**config.mk**
```make
export PLATFORM = sky130hd
export DESIGN_NAME = hotspot_bank_mapper
export DESIGN_NICKNAME = d
export VERILOG_FILES = /design/src/rtl/bank_map_pkg.sv /design/src/rtl/bank_area_decode.sv /design/src/rtl/bank_select_reg.sv /design/src/rtl/rom_addr_xlate.sv /design/src/rtl/hotspot_bank_mapper.sv
export SDC_FILE = /design/constraint.sdc
export NUM_CORES = 1
export LEC_CHECK = 0
export ABC_AREA = 0
export BUFFER_PORTS_ARGS = -buffer_cell sky130_fd_sc_hd__buf_4
export CAP_MARGIN = 15
export CORE_AREA = 4 4 41 43
export CTS_CLUSTER_DIAMETER = 40
export DETAILED_ROUTE_END_ITERATION = 8
export DIE_AREA = 0 0 45 47
export RECOVER_POWER = 25
export SETUP_SLACK_MARGIN = 0.5
export SLEW_MARGIN = 20
export SYNTH_ARGS = -nofsm -noshare
export SYNTH_HDL_FRONTEND = slang
export SYNTH_HIERARCHICAL = 1
export SYNTH_SLANG_ARGS = --single-unit
```
**constraint.sdc**
```tcl
create_clock -name clk -period 1.7 [get_ports clk]
set_clock_uncertainty 0.1 [all_clocks]
set_input_delay 0.17 -clock clk [delete_from_list [all_inputs] [get_ports clk]]
set_output_delay 0.17 -clock clk [all_outputs]
set_load 0.005 [all_outputs]
```
**src/rtl/bank_map_pkg.sv**
```systemverilog
`timescale 1ns/1ps
package bank_map_pkg;

    localparam int CPU_AW      = 16;
    localparam int BASE_OFS_W  = 15;
    localparam int WIN_OFS_W   = 14;
    localparam logic [CPU_AW-1:0] WIN_START = 16'h8000;
    localparam logic [CPU_AW-1:0] HOT_START = 16'hC000;
    localparam logic [CPU_AW-1:0] RAM_FIRST = 16'hC800;
    localparam logic [CPU_AW-1:0] RAM_LAST  = 16'hCBFF;

    typedef enum logic [1:0] {
        AREA_BASE    = 2'd0,
        AREA_WINDOW  = 2'd1,
        AREA_HOTSPOT = 2'd2,
        AREA_NONE    = 2'd3
    } area_e;

    function automatic int rom_width(input int bank_w);
        return $clog2(32'h8000 + ((32'd1 << bank_w) * 32'h4000));
    endfunction

    function automatic logic in_ram(input logic [CPU_AW-1:0] a);
        return (a >= RAM_FIRST) && (a <= RAM_LAST);
    endfunction

endpackage

```
**src/rtl/bank_area_decode.sv**
```systemverilog
`timescale 1ns/1ps
module bank_area_decode
    import bank_map_pkg::*;
#(
    parameter int BANK_W = 2
) (
    input  logic [CPU_AW-1:0] addr,
    output area_e             area
);
    localparam logic [CPU_AW-1:BANK_W] HOT_TAG = HOT_START[CPU_AW-1:BANK_W];

    always_comb begin
        if (!addr[CPU_AW-1])
            area = AREA_BASE;
        else if (!addr[CPU_AW-2])
            area = AREA_WINDOW;
        else if (addr[CPU_AW-1:BANK_W] == HOT_TAG)
            area = AREA_HOTSPOT;
        else
            area = AREA_NONE;
    end
endmodule

```
**src/rtl/bank_select_reg.sv**
```systemverilog
`timescale 1ns/1ps
module bank_select_reg #(
    parameter int BANK_W = 2
) (
    input  logic              clk,
    input  logic              rst,
    input  logic              load,
    input  logic [BANK_W-1:0] sel_in,
    output logic [BANK_W-1:0] bank_q
);
    always_ff @(posedge clk) begin
        if (rst)
            bank_q <= '0;
        else if (load)
            bank_q <= sel_in;
    end


    a_r1_reset_bank: assert property (@(posedge clk) disable iff (rst)
        $fell(rst) |-> bank_q == '0);

    a_r4_hotspot_loads: assert property (@(posedge clk) disable iff (rst)
        load |=> bank_q == $past(sel_in));

    a_r6_hold_otherwise: assert property (@(posedge clk) disable iff (rst)
        !load |=> $stable(bank_q));
endmodule

```
**src/rtl/rom_addr_xlate.sv**
```systemverilog
`timescale 1ns/1ps
module rom_addr_xlate
    import bank_map_pkg::*;
#(
    parameter int BANK_W = 2,
    parameter int ROM_AW = 17
) (
    input  area_e                 area,
    input  logic [BASE_OFS_W-1:0] ofs,
    input  logic [BANK_W-1:0]     bank,
    input  logic                  rd_cycle,
    output logic [ROM_AW-1:0]     rom_addr,
    output logic                  rom_ce
);
    logic [ROM_AW-1:0] win_addr;

    always_comb begin
        win_addr = ROM_AW'(WIN_START)
                 + (ROM_AW'(bank) << WIN_OFS_W)
                 + ROM_AW'(ofs[WIN_OFS_W-1:0]);
        rom_ce   = 1'b0;
        rom_addr = '0;
        if (rd_cycle) begin
            unique case (area)
                AREA_BASE: begin
                    rom_ce   = 1'b1;
                    rom_addr = ROM_AW'(ofs);
                end
                AREA_WINDOW: begin
                    rom_ce   = 1'b1;
                    rom_addr = win_addr;
                end
                default: begin
                    rom_ce   = 1'b0;
                    rom_addr = '0;
                end
            endcase
        end
    end
endmodule

```
**src/rtl/hotspot_bank_mapper.sv**
```systemverilog
`timescale 1ns/1ps
module hotspot_bank_mapper
    import bank_map_pkg::*;
#(
    parameter int BANK_W = 2,
    localparam int ROM_AW = rom_width(BANK_W)
) (
    input  logic              clk,
    input  logic              rst,
    input  logic [15:0]       cpu_addr,
    input  logic              cpu_rw,
    input  logic              bus_valid,
    output logic [ROM_AW-1:0] rom_addr,
    output logic              rom_ce
);
    area_e             area;
    logic [BANK_W-1:0] bank;
    logic              hot_load;
    logic              rd_cycle;

    bank_area_decode #(.BANK_W(BANK_W)) u_decode (
        .addr (cpu_addr),
        .area (area)
    );

    assign hot_load = bus_valid && (area == AREA_HOTSPOT);
    assign rd_cycle = bus_valid && cpu_rw;

    bank_select_reg #(.BANK_W(BANK_W)) u_bank (
        .clk    (clk),
        .rst    (rst),
        .load   (hot_load),
        .sel_in (cpu_addr[BANK_W-1:0]),
        .bank_q (bank)
    );

    rom_addr_xlate #(.BANK_W(BANK_W), .ROM_AW(ROM_AW)) u_xlate (
        .area     (area),
        .ofs      (cpu_addr[BASE_OFS_W-1:0]),
        .bank     (bank),
        .rd_cycle (rd_cycle),
        .rom_addr (rom_addr),
        .rom_ce   (rom_ce)
    );


    a_r2_base_identity: assert property (@(posedge clk) disable iff (rst)
        (rom_ce && !cpu_addr[15]) |-> rom_addr == ROM_AW'(cpu_addr));

    a_r3_window_above_base: assert property (@(posedge clk) disable iff (rst)
        (rom_ce && cpu_addr[15]) |-> rom_addr >= ROM_AW'(WIN_START));

    a_r7_ce_qualified: assert property (@(posedge clk) disable iff (rst)
        rom_ce |-> (bus_valid && cpu_rw && cpu_addr < HOT_START));

    a_r8_ram_unclaimed: assert property (@(posedge clk) disable iff (rst)
        in_ram(cpu_addr) |-> !rom_ce);

    a_r9_idle_addr_zero: assert property (@(posedge clk) disable iff (rst)
        !rom_ce |-> rom_addr == '0);
endmodule

```
# Word-level counts from Yosys, hierarchy flattened
# Index checks and enable logic that the tools add are counted.
# word_totals
register_bits	2
latchBits	0
mem_count	0
mem_bits_ro	0
word_cells	17
output_inout_bits	18
inputBits	20
ram_bits	0
# op_classes
n_eq_ne	3
n_shift	0
magnitude_cmp	0
n_addsub	2
bitwise	0
div_mod_pow	0
reduce_logical	4
n_mux	7
mul	0
# op_table
operator	n
case mux 17 bit (2 select lines)	1
adder 16 x 16 -> 17 bit (first input constant)	1
adder 17 x 14 -> 17 bit	1
2-to-1 mux 17 bit	1
equality test 14 bit (second input constant)	1
2-to-1 mux 2 bit	2
2-to-1 mux 1 bit	3
equality test 2 x 1 -> 1 bit (second input constant)	1
equality test 2 bit (second input constant)	1
logical AND 1 bit	2
zero test 2 bit	1
OR reduction 2 bit	1

# Depth between registers and ports, before layout
# Gate-level depths: netlist of the first run.
# logic_depth
depth_word	8
mapped_depth	5
depth_no_buf	5

# Modules after synthesis
# Netlist of the first run, hierarchy kept.
# by_module_without_submodules
module	area_per_inst_um2	cells_per_inst	seq_area_each_um2	instances
rom_addr_xlate	153.9	20	0.0	1
bank_select_reg	67.6	6	40.0	1
bank_area_decode	55.1	7	0.0	1
hotspot_bank_mapper	15.0	2	0.0	1

# Worst setup path after synthesis of the first run
# OpenSTA, ideal clock, no wires.
# synth_path
path_type	input to register
from	in cpu_addr[11]
to	reg u_bank.bank_q[0]
path_buffers	0
arrival_time_ps	1115
cell_stages	5
required_ps	1486
path_slack_ps	371
setup_ps	114
cell_sequence	nor4_2 > a41oi_1 > and3b_1 > mux2i_1 > nor2_1
# synth_via
elab_chain_len	6
# synth_rtl
element	line_no	text
start: declaration	hotspot_bank_mapper.sv:10	input logic [15:0] cpu_addr,
equality test 14 bit	bank_area_decode.sv:17	else if (addr[CPU_AW-1:BANK_W] == HOT_TAG)
2-to-1 mux 1 bit	bank_area_decode.sv:17	
2-to-1 mux 2 bit	bank_area_decode.sv:15	else if (!addr[CPU_AW-2])
2-to-1 mux 2 bit	bank_area_decode.sv:13	if (!addr[CPU_AW-1])
named net area[0]	hotspot_bank_mapper.sv:16	area_e area;
equality test 2 bit	hotspot_bank_mapper.sv:26	assign hot_load = bus_valid && (area == AREA_HOTSPOT);
logical AND 1 bit	hotspot_bank_mapper.sv:26	
named net hot_load	hotspot_bank_mapper.sv:18	logic hot_load;
end signal: assignment	bank_select_reg.sv:15	bank_q <= sel_in;
end: declaration	bank_select_reg.sv:9	output logic [BANK_W-1:0] bank_q
# The timed path passes the listed nets, and every way through them passes these cells.
# A chain may end at the register's enable or synchronous reset.

# Worst setup path in the final report of the first run
# layout_path
from	in cpu_addr[14]
to	out rom_addr[4]
# layout_via
word_cells_on_any_way	8
cone_classes	2 x eq/ne; 5 x mux; 1 x reduce/logical
# layout_rtl
element	line_no	text
2-to-1 mux 2 bit (*)	bank_area_decode.sv:15	
2-to-1 mux 2 bit (*)	bank_area_decode.sv:13	
named net area[1]	hotspot_bank_mapper.sv:16	
equality test 2 x 1 -> 1 bit / zero test 2 bit (equally long branches)	rom_addr_xlate.sv:24	unique case (area)
case mux 17 bit (2 select lines) (*)	rom_addr_xlate.sv:24	
2-to-1 mux 17 bit (*)	rom_addr_xlate.sv:23	if (rd_cycle) begin
end: declaration	hotspot_bank_mapper.sv:13	output logic [ROM_AW-1:0] rom_addr,
# The timed path passes the listed nets; every way through them passes the cells marked *.

==> out/results.txt, run 1 <==
Synthesized flop and latch total: 2
Flop-to-flop setup slack: 960 ps
Post-route ant nets: 0
Vias in the first global route: 464
WP buf/inv: 3
CTS tree: yes
Biggest regs: u_bank/bank_q (2)
Critical Path Source Type: primary input
Port bufs: 37
Ys Warns: 6
GR Overflow Total: 0
Total number of vias: 429
CTS Buffer Depth: 2
FP Rows: 13
Max_cap viols: 0
CP peak stage delay: 270 ps
DIE WIDTH: 45 µm
Core Area: 1300 µm²
Final wirelength: 1170 µm
Reg-to-Reg End: u_bank/bank_q[1]
Unique cell type count in the Yosys netlist: 15
Critical path class: primary input to primary output
Max transition margin: 78.8%
Ys flop type: dfxtp_1
Avg Cell Area, Syn: 8.33 µm²
Top delay family on crit path: simple AND/OR/NAND/NOR gates
Reg with most FFs: u_bank/bank_q
Setup violators final: 0
Die Height: 47 µm
Setup crit end kind: primary output
Status: finished, final reports clean
Initial drt markers: 2
TritonCTS Buffers: 3
Area grow syn2layout: 159%
Critical path depth in cells: 6
Tightest Pin Transition: 318 ps
LEAKAGE: 0.371 nW
Period utilisation layout: 84.8%
Wire per inst: 12.6 µm
Gpl congestion: 0.685
Reg clk slew, reported paths: 30 ps
Most used cell, CP: buf_6
Hold path depth: 2
CTS Sinks: 2
Ant diodes: 0
Sequential share of the synthesized area: 13.7%
Ports: 38
DRC: 0
Slowest cell on crit path: nor2b_1
Max IR drop VDD: 0.000289 V
FF-to-FF Start: u_bank/bank_q[1]
Worst-Skew Late Latency: 220 ps
WP data required: 1430 ps
First-pass GRT wire length: 1750 µm
H-tree depth: 1
Max-slew violations: 0
Pre-CTS setup slack: 175 ps
Post-synth EDFFs: 0
Max FFs per register: 2
RSZ-0062 raised after global routing: yes
Final nets: 100
Hold WC Path Type: primary input to flop
Syn_nets: 55
Largest net degree at the start of global routing: 8
Final worst setup slack: 259 ps
Max Clock Freq: 694 MHz
CP cell instances: buf_6 > and2_4 > nor2b_1 > clkbuf_1 > and2_0 > buf_6
Critical Path End: rom_addr[4]
Die Footprint: 2120 µm²
Post-Synthesis Cells: 35
Mapped Area: 292 µm²
Async SR Flop Fraction: 0%
Root Driver: clkbuf_4
Share of cells above drive strength 1: 79.5%
CP startpoint: cpu_addr[14]
DPL Wire Length: 863 µm
Drt via density: 4.61
Global-route usage over all layers: 11.2%
Fin crit period: 1440 ps
DRT Pass-1 Iters: 3
R2r worst-path depth: 2
TNS Setup: 0 ps
Pwr dens: 377 nW/µm²
Worst Path Max Fanout: 5
Final Hold Viols: 0
Worst EP arrival: 1170 ps
Initial Util: 22.4%
Initial antenna violation count: 0
[where the power goes]
group	internal, W	switching (W)	total, W
clock	0.0000778	0.0000266	0.000104
sequential	0.0000483	0.000000588	0.0000489
combinational	0.0000881	0.0000434	0.000132
total	0.000214	0.0000706	0.000285
[how the worst min path moves through the flow]
| stage | from | end | slack, ps |
|---|---|---|---|
| after CTS | rst | u_bank/bank_q[0] | 8 |
| after floorplan | rst | u_bank/bank_q[0] | 140 |
| after global routing | rst | u_bank/bank_q[1] | 6 |
| final | rst | u_bank/bank_q[1] | 10 |
| after detailed placement | rst | u_bank/bank_q[0] | 240 |
| after global placement | rst | u_bank/bank_q[0] | 240 |
[area by class of cell]
class                           count  area [µm²]
Fill cell                         123         546
Timing Repair Buffer               41         390
Multi-Input combinational cell     31         280
Sequential cell                     2        40.0
Clock buffer                        3        22.5
Tap cell                           15        18.8
Inverter                            1        3.75
[stage by stage]
stage                     instance area (µm²)  instances  hold slack, ps  total power, W  utilization (%)
after floorplan                           318         35             142       0.0000841                -
after global placement                    603         86             241        0.000150             46.3
after detailed placement                  603         86             241        0.000151             46.3
after CTS                                 764         92            7.67        0.000297             58.8
after global routing                      756         93            6.45        0.000302             58.1
final                                     756         93            14.4        0.000285             58.1
[synthesized netlist by cell type (2+ instances only)]
library cell,number,share of area (%)
and2_1,9,19
and2_2,7,18
mux2i_1,3,10
nor2_1,3,3.9
dfxtp_1,2,14
nor4_2,2,8.6
[cells in the final DEF, fill, tap and decap left out]
cell type   n
nor2_1      3
and2_0      2
nor2b_1     2
and3_1      1
mux2i_1     3
and2_4     13
and3b_2     2
nor3b_1     1
buf_4      18
buf_8       1
dfxtp_1     2
clkbuf_4    3
buf_6      21
nor4_4      2
inv_1       1
a41oi_2     1
and2_2      1
clkbuf_1    1
[kinds of logic after synthesis]
family,Yosys count,share of synthesized area [%]
buf+inv,2,5.15
compound gates,1,3.00
flops,2,13.7
simple gates,27,67.8
mux,3,10.3
[timing repair]
| action | 4_1_cts | 5_1_grt |
|---|---|---|
| setup endpoints to repair | 20 | 19 |
| pin swaps | 12 | 8 |
| gates cloned | 1 | 0 |
| hold buffers | 0 | 0 |
| buffers inserted | 2 | 1 |
| resized for setup | 38 | 1 |
[metal layers]
| layer | up-vias | global-route usage (%) | part of all wire (%) |
|---|---|---|---|
| li1 | 204 | - | - |
| met1 | 195 | 9.50 | 34 |
| met4 | 0 | 5.26 | 0 |
| met2 | 30 | 22.6 | 49 |
| met5 | - | 0 | 0 |
| met3 | 0 | 4.21 | 16 |
Note: power is estimated with default switching activity, not from simulation.
==> run 2: changes to the inputs <==
Clock period 1.7 ns to 1.25 ns, I/O delays scaled along.
==> run 2 against run 1 <==
  * The flow now finishes with violations (hold timing, setup timing)
  * Combinational power is 47% higher
  * Via count is 3.5% lower
  * Utilization is 2.8 points higher
  * Global-route usage is 0.57 points lower
==> out/results.txt, run 2 (synthesis gave the netlist of run 1 again) <==
Status: complete, but fails checks
Failing checks: hold timing, setup timing
Tightest Pin Transition: 206 ps
Biggest regs: u_bank/bank_q (2)
Final wirelength: 1110 µm
RSZ-0062 raised after global routing: yes
Hold Slack: -34.7 ps
Largest net degree at the start of global routing: 8
Max Clock Freq: 733 MHz
Leading cell type in the layout, fill and taps excluded: buf_4
DRT Pass-1 Iters: 4
Max FFs per register: 2
Final worst setup slack: -114 ps
CP cell instances: buf_6 > nor4_4 > a41oi_2 > buf_4 > and3b_2 > buf_6
Reg with most FFs: u_bank/bank_q
Critical Path Source Type: primary input
CP startpoint: cpu_addr[7]
Pwr dens: 510 nW/µm²
Vias in the first global route: 404
Setup violators final: 10
Net load switching power: 0.0000992 W
Setup crit end kind: primary output
Worst-Skew Late Latency: 220 ps
TritonCTS Buffers: 3
Slowest cell on crit path: nor4_4
DRC: 0
First-pass GRT wire length: 1600 µm
Share of cells above drive strength 1: 82.5%
Final nets: 102
Cell Int Power: 0.000304 W
Register area: 40.0 µm²
CTS Sinks: 2
Placed Area: 662 µm²
Most used cell, CP: buf_6
Worst Path Max Fanout: 3
FP Rows: 13
Drt via density: 4.36
Comb pwr share: 48.0%
Core Area: 1300 µm²
Final Hold Viols: 2
Fin cells: 95
FF-to-FF Start: u_bank/bank_q[1]
Initial Util: 22.4%
Sw Share: 24.6%
Hold_sp: rst
H-tree depth: 1
DPL Wire Length: 886 µm
Seq pwr share: 16.5%
Max_cap viols: 0
Hold WC Path Type: primary input to flop
TNS Setup: -957 ps
Initial antenna violation count: 0
CP peak stage delay: 270 ps
Global-route usage over all layers: 10.6%
Multi-input gate area: 292 µm²
Total number of vias: 414
Worst EP arrival: 1140 ps
DIE WIDTH: 45 µm
Ant diodes: 0
Gpl congestion: 0.665
Die Footprint: 2120 µm²
CTS tree: yes
Period utilisation layout: 109%
Clock power share: 35.6%
Wire per inst: 11.6 µm
Placed insts: 90
Root Driver: clkbuf_4
# fillers: 121
Fin crit period: 1360 ps
Area grow syn2layout: 172%
Initial drt markers: 5
Ports: 38
Die Height: 47 µm
Post-route cell area: 792 µm²
Most frequent cells in the layout: buf_4, buf_6, and2_4
Post-route ant nets: 0
GR Overflow Total: 0
Critical path class: primary input to primary output
LEAKAGE: 0.396 nW
Max IR drop VDD: 0.000563 V
WP data required: 1020 ps
Max-slew violations: 0
Max transition margin: 86.2%
Reg clk slew, reported paths: 30 ps
Port bufs: 37
CTS Buffer Depth: 2
## run 2: final cells by class
| type | instances | area share (%) |
|---|---|---|
| clock buffers | 3 | 2.84 |
| inverters | 1 | 0.474 |
| multi-input cells | 31 | 36.8 |
| flip-flops and latches | 2 | 5.06 |
| well taps | 15 | 2.37 |
| repair buffers | 43 | 52.4 |
## run 2: final timing paths
check | to | slack (ps) | cells after the start
worst max register to register | u_bank/bank_q[1] | 560 | 2
worst max-delay path | rom_addr[15] | -110 | 6
worst min-delay path | u_bank/bank_q[0] | -30 | 2
worst min register to register | u_bank/bank_q[0] | 400 | 2
## run 2: power by group through the flow
stage | logic [W] | clock network [W] | registers, W
2_1_floorplan | 0.0000555 | 0 | 0.0000671
3_3_place_gp | 0.000160 | 0 | 0.0000673
3_5_place_dp | 0.000161 | 0 | 0.0000673
4_1_cts | 0.000192 | 0.000150 | 0.0000665
5_1_grt | 0.000208 | 0.000163 | 0.0000666
6_report | 0.000194 | 0.000144 | 0.0000665
## run 2: what timing repair did
action / CTS / global route
pin swaps: 5 / 2
endpoints found under the hold margin: 2 / 2
buffers inserted: 1 / 0
resized for setup: 17 / 4
cloned: 1 / 0
endpoints found under the setup margin: 20 / 20
## run 2: worst max-delay path: cells and delay by family
kind / cells / cell delay (ps)
and+or+nand+nor: 2 / 460
buffers and inverters: 3 / 380
AOI/OAI and AO/OA: 1 / 180
## run 2: through the flow
stage	setup WS [ps]	utilization (%)	power (W)
6_report	-114	60.9	0.000404
5_1_grt	-164	60.9	0.000437
4_1_cts	-129	59.7	0.000409
3_5_place_dp	-219	50.9	0.000228
3_3_place_gp	-207	50.9	0.000227
2_1_floorplan	-7.05	-	0.000123
## run 2: metal layers
metal / vias to the layer above / track usage [%] / share of wire (%)
met5: - / 0 / 0
met4: 0 / 8.77 / 1.7
met3: 2 / 2.68 / 8.2
met2: 17 / 18.1 / 57
met1: 185 / 11.0 / 33
li1: 210 / - / -
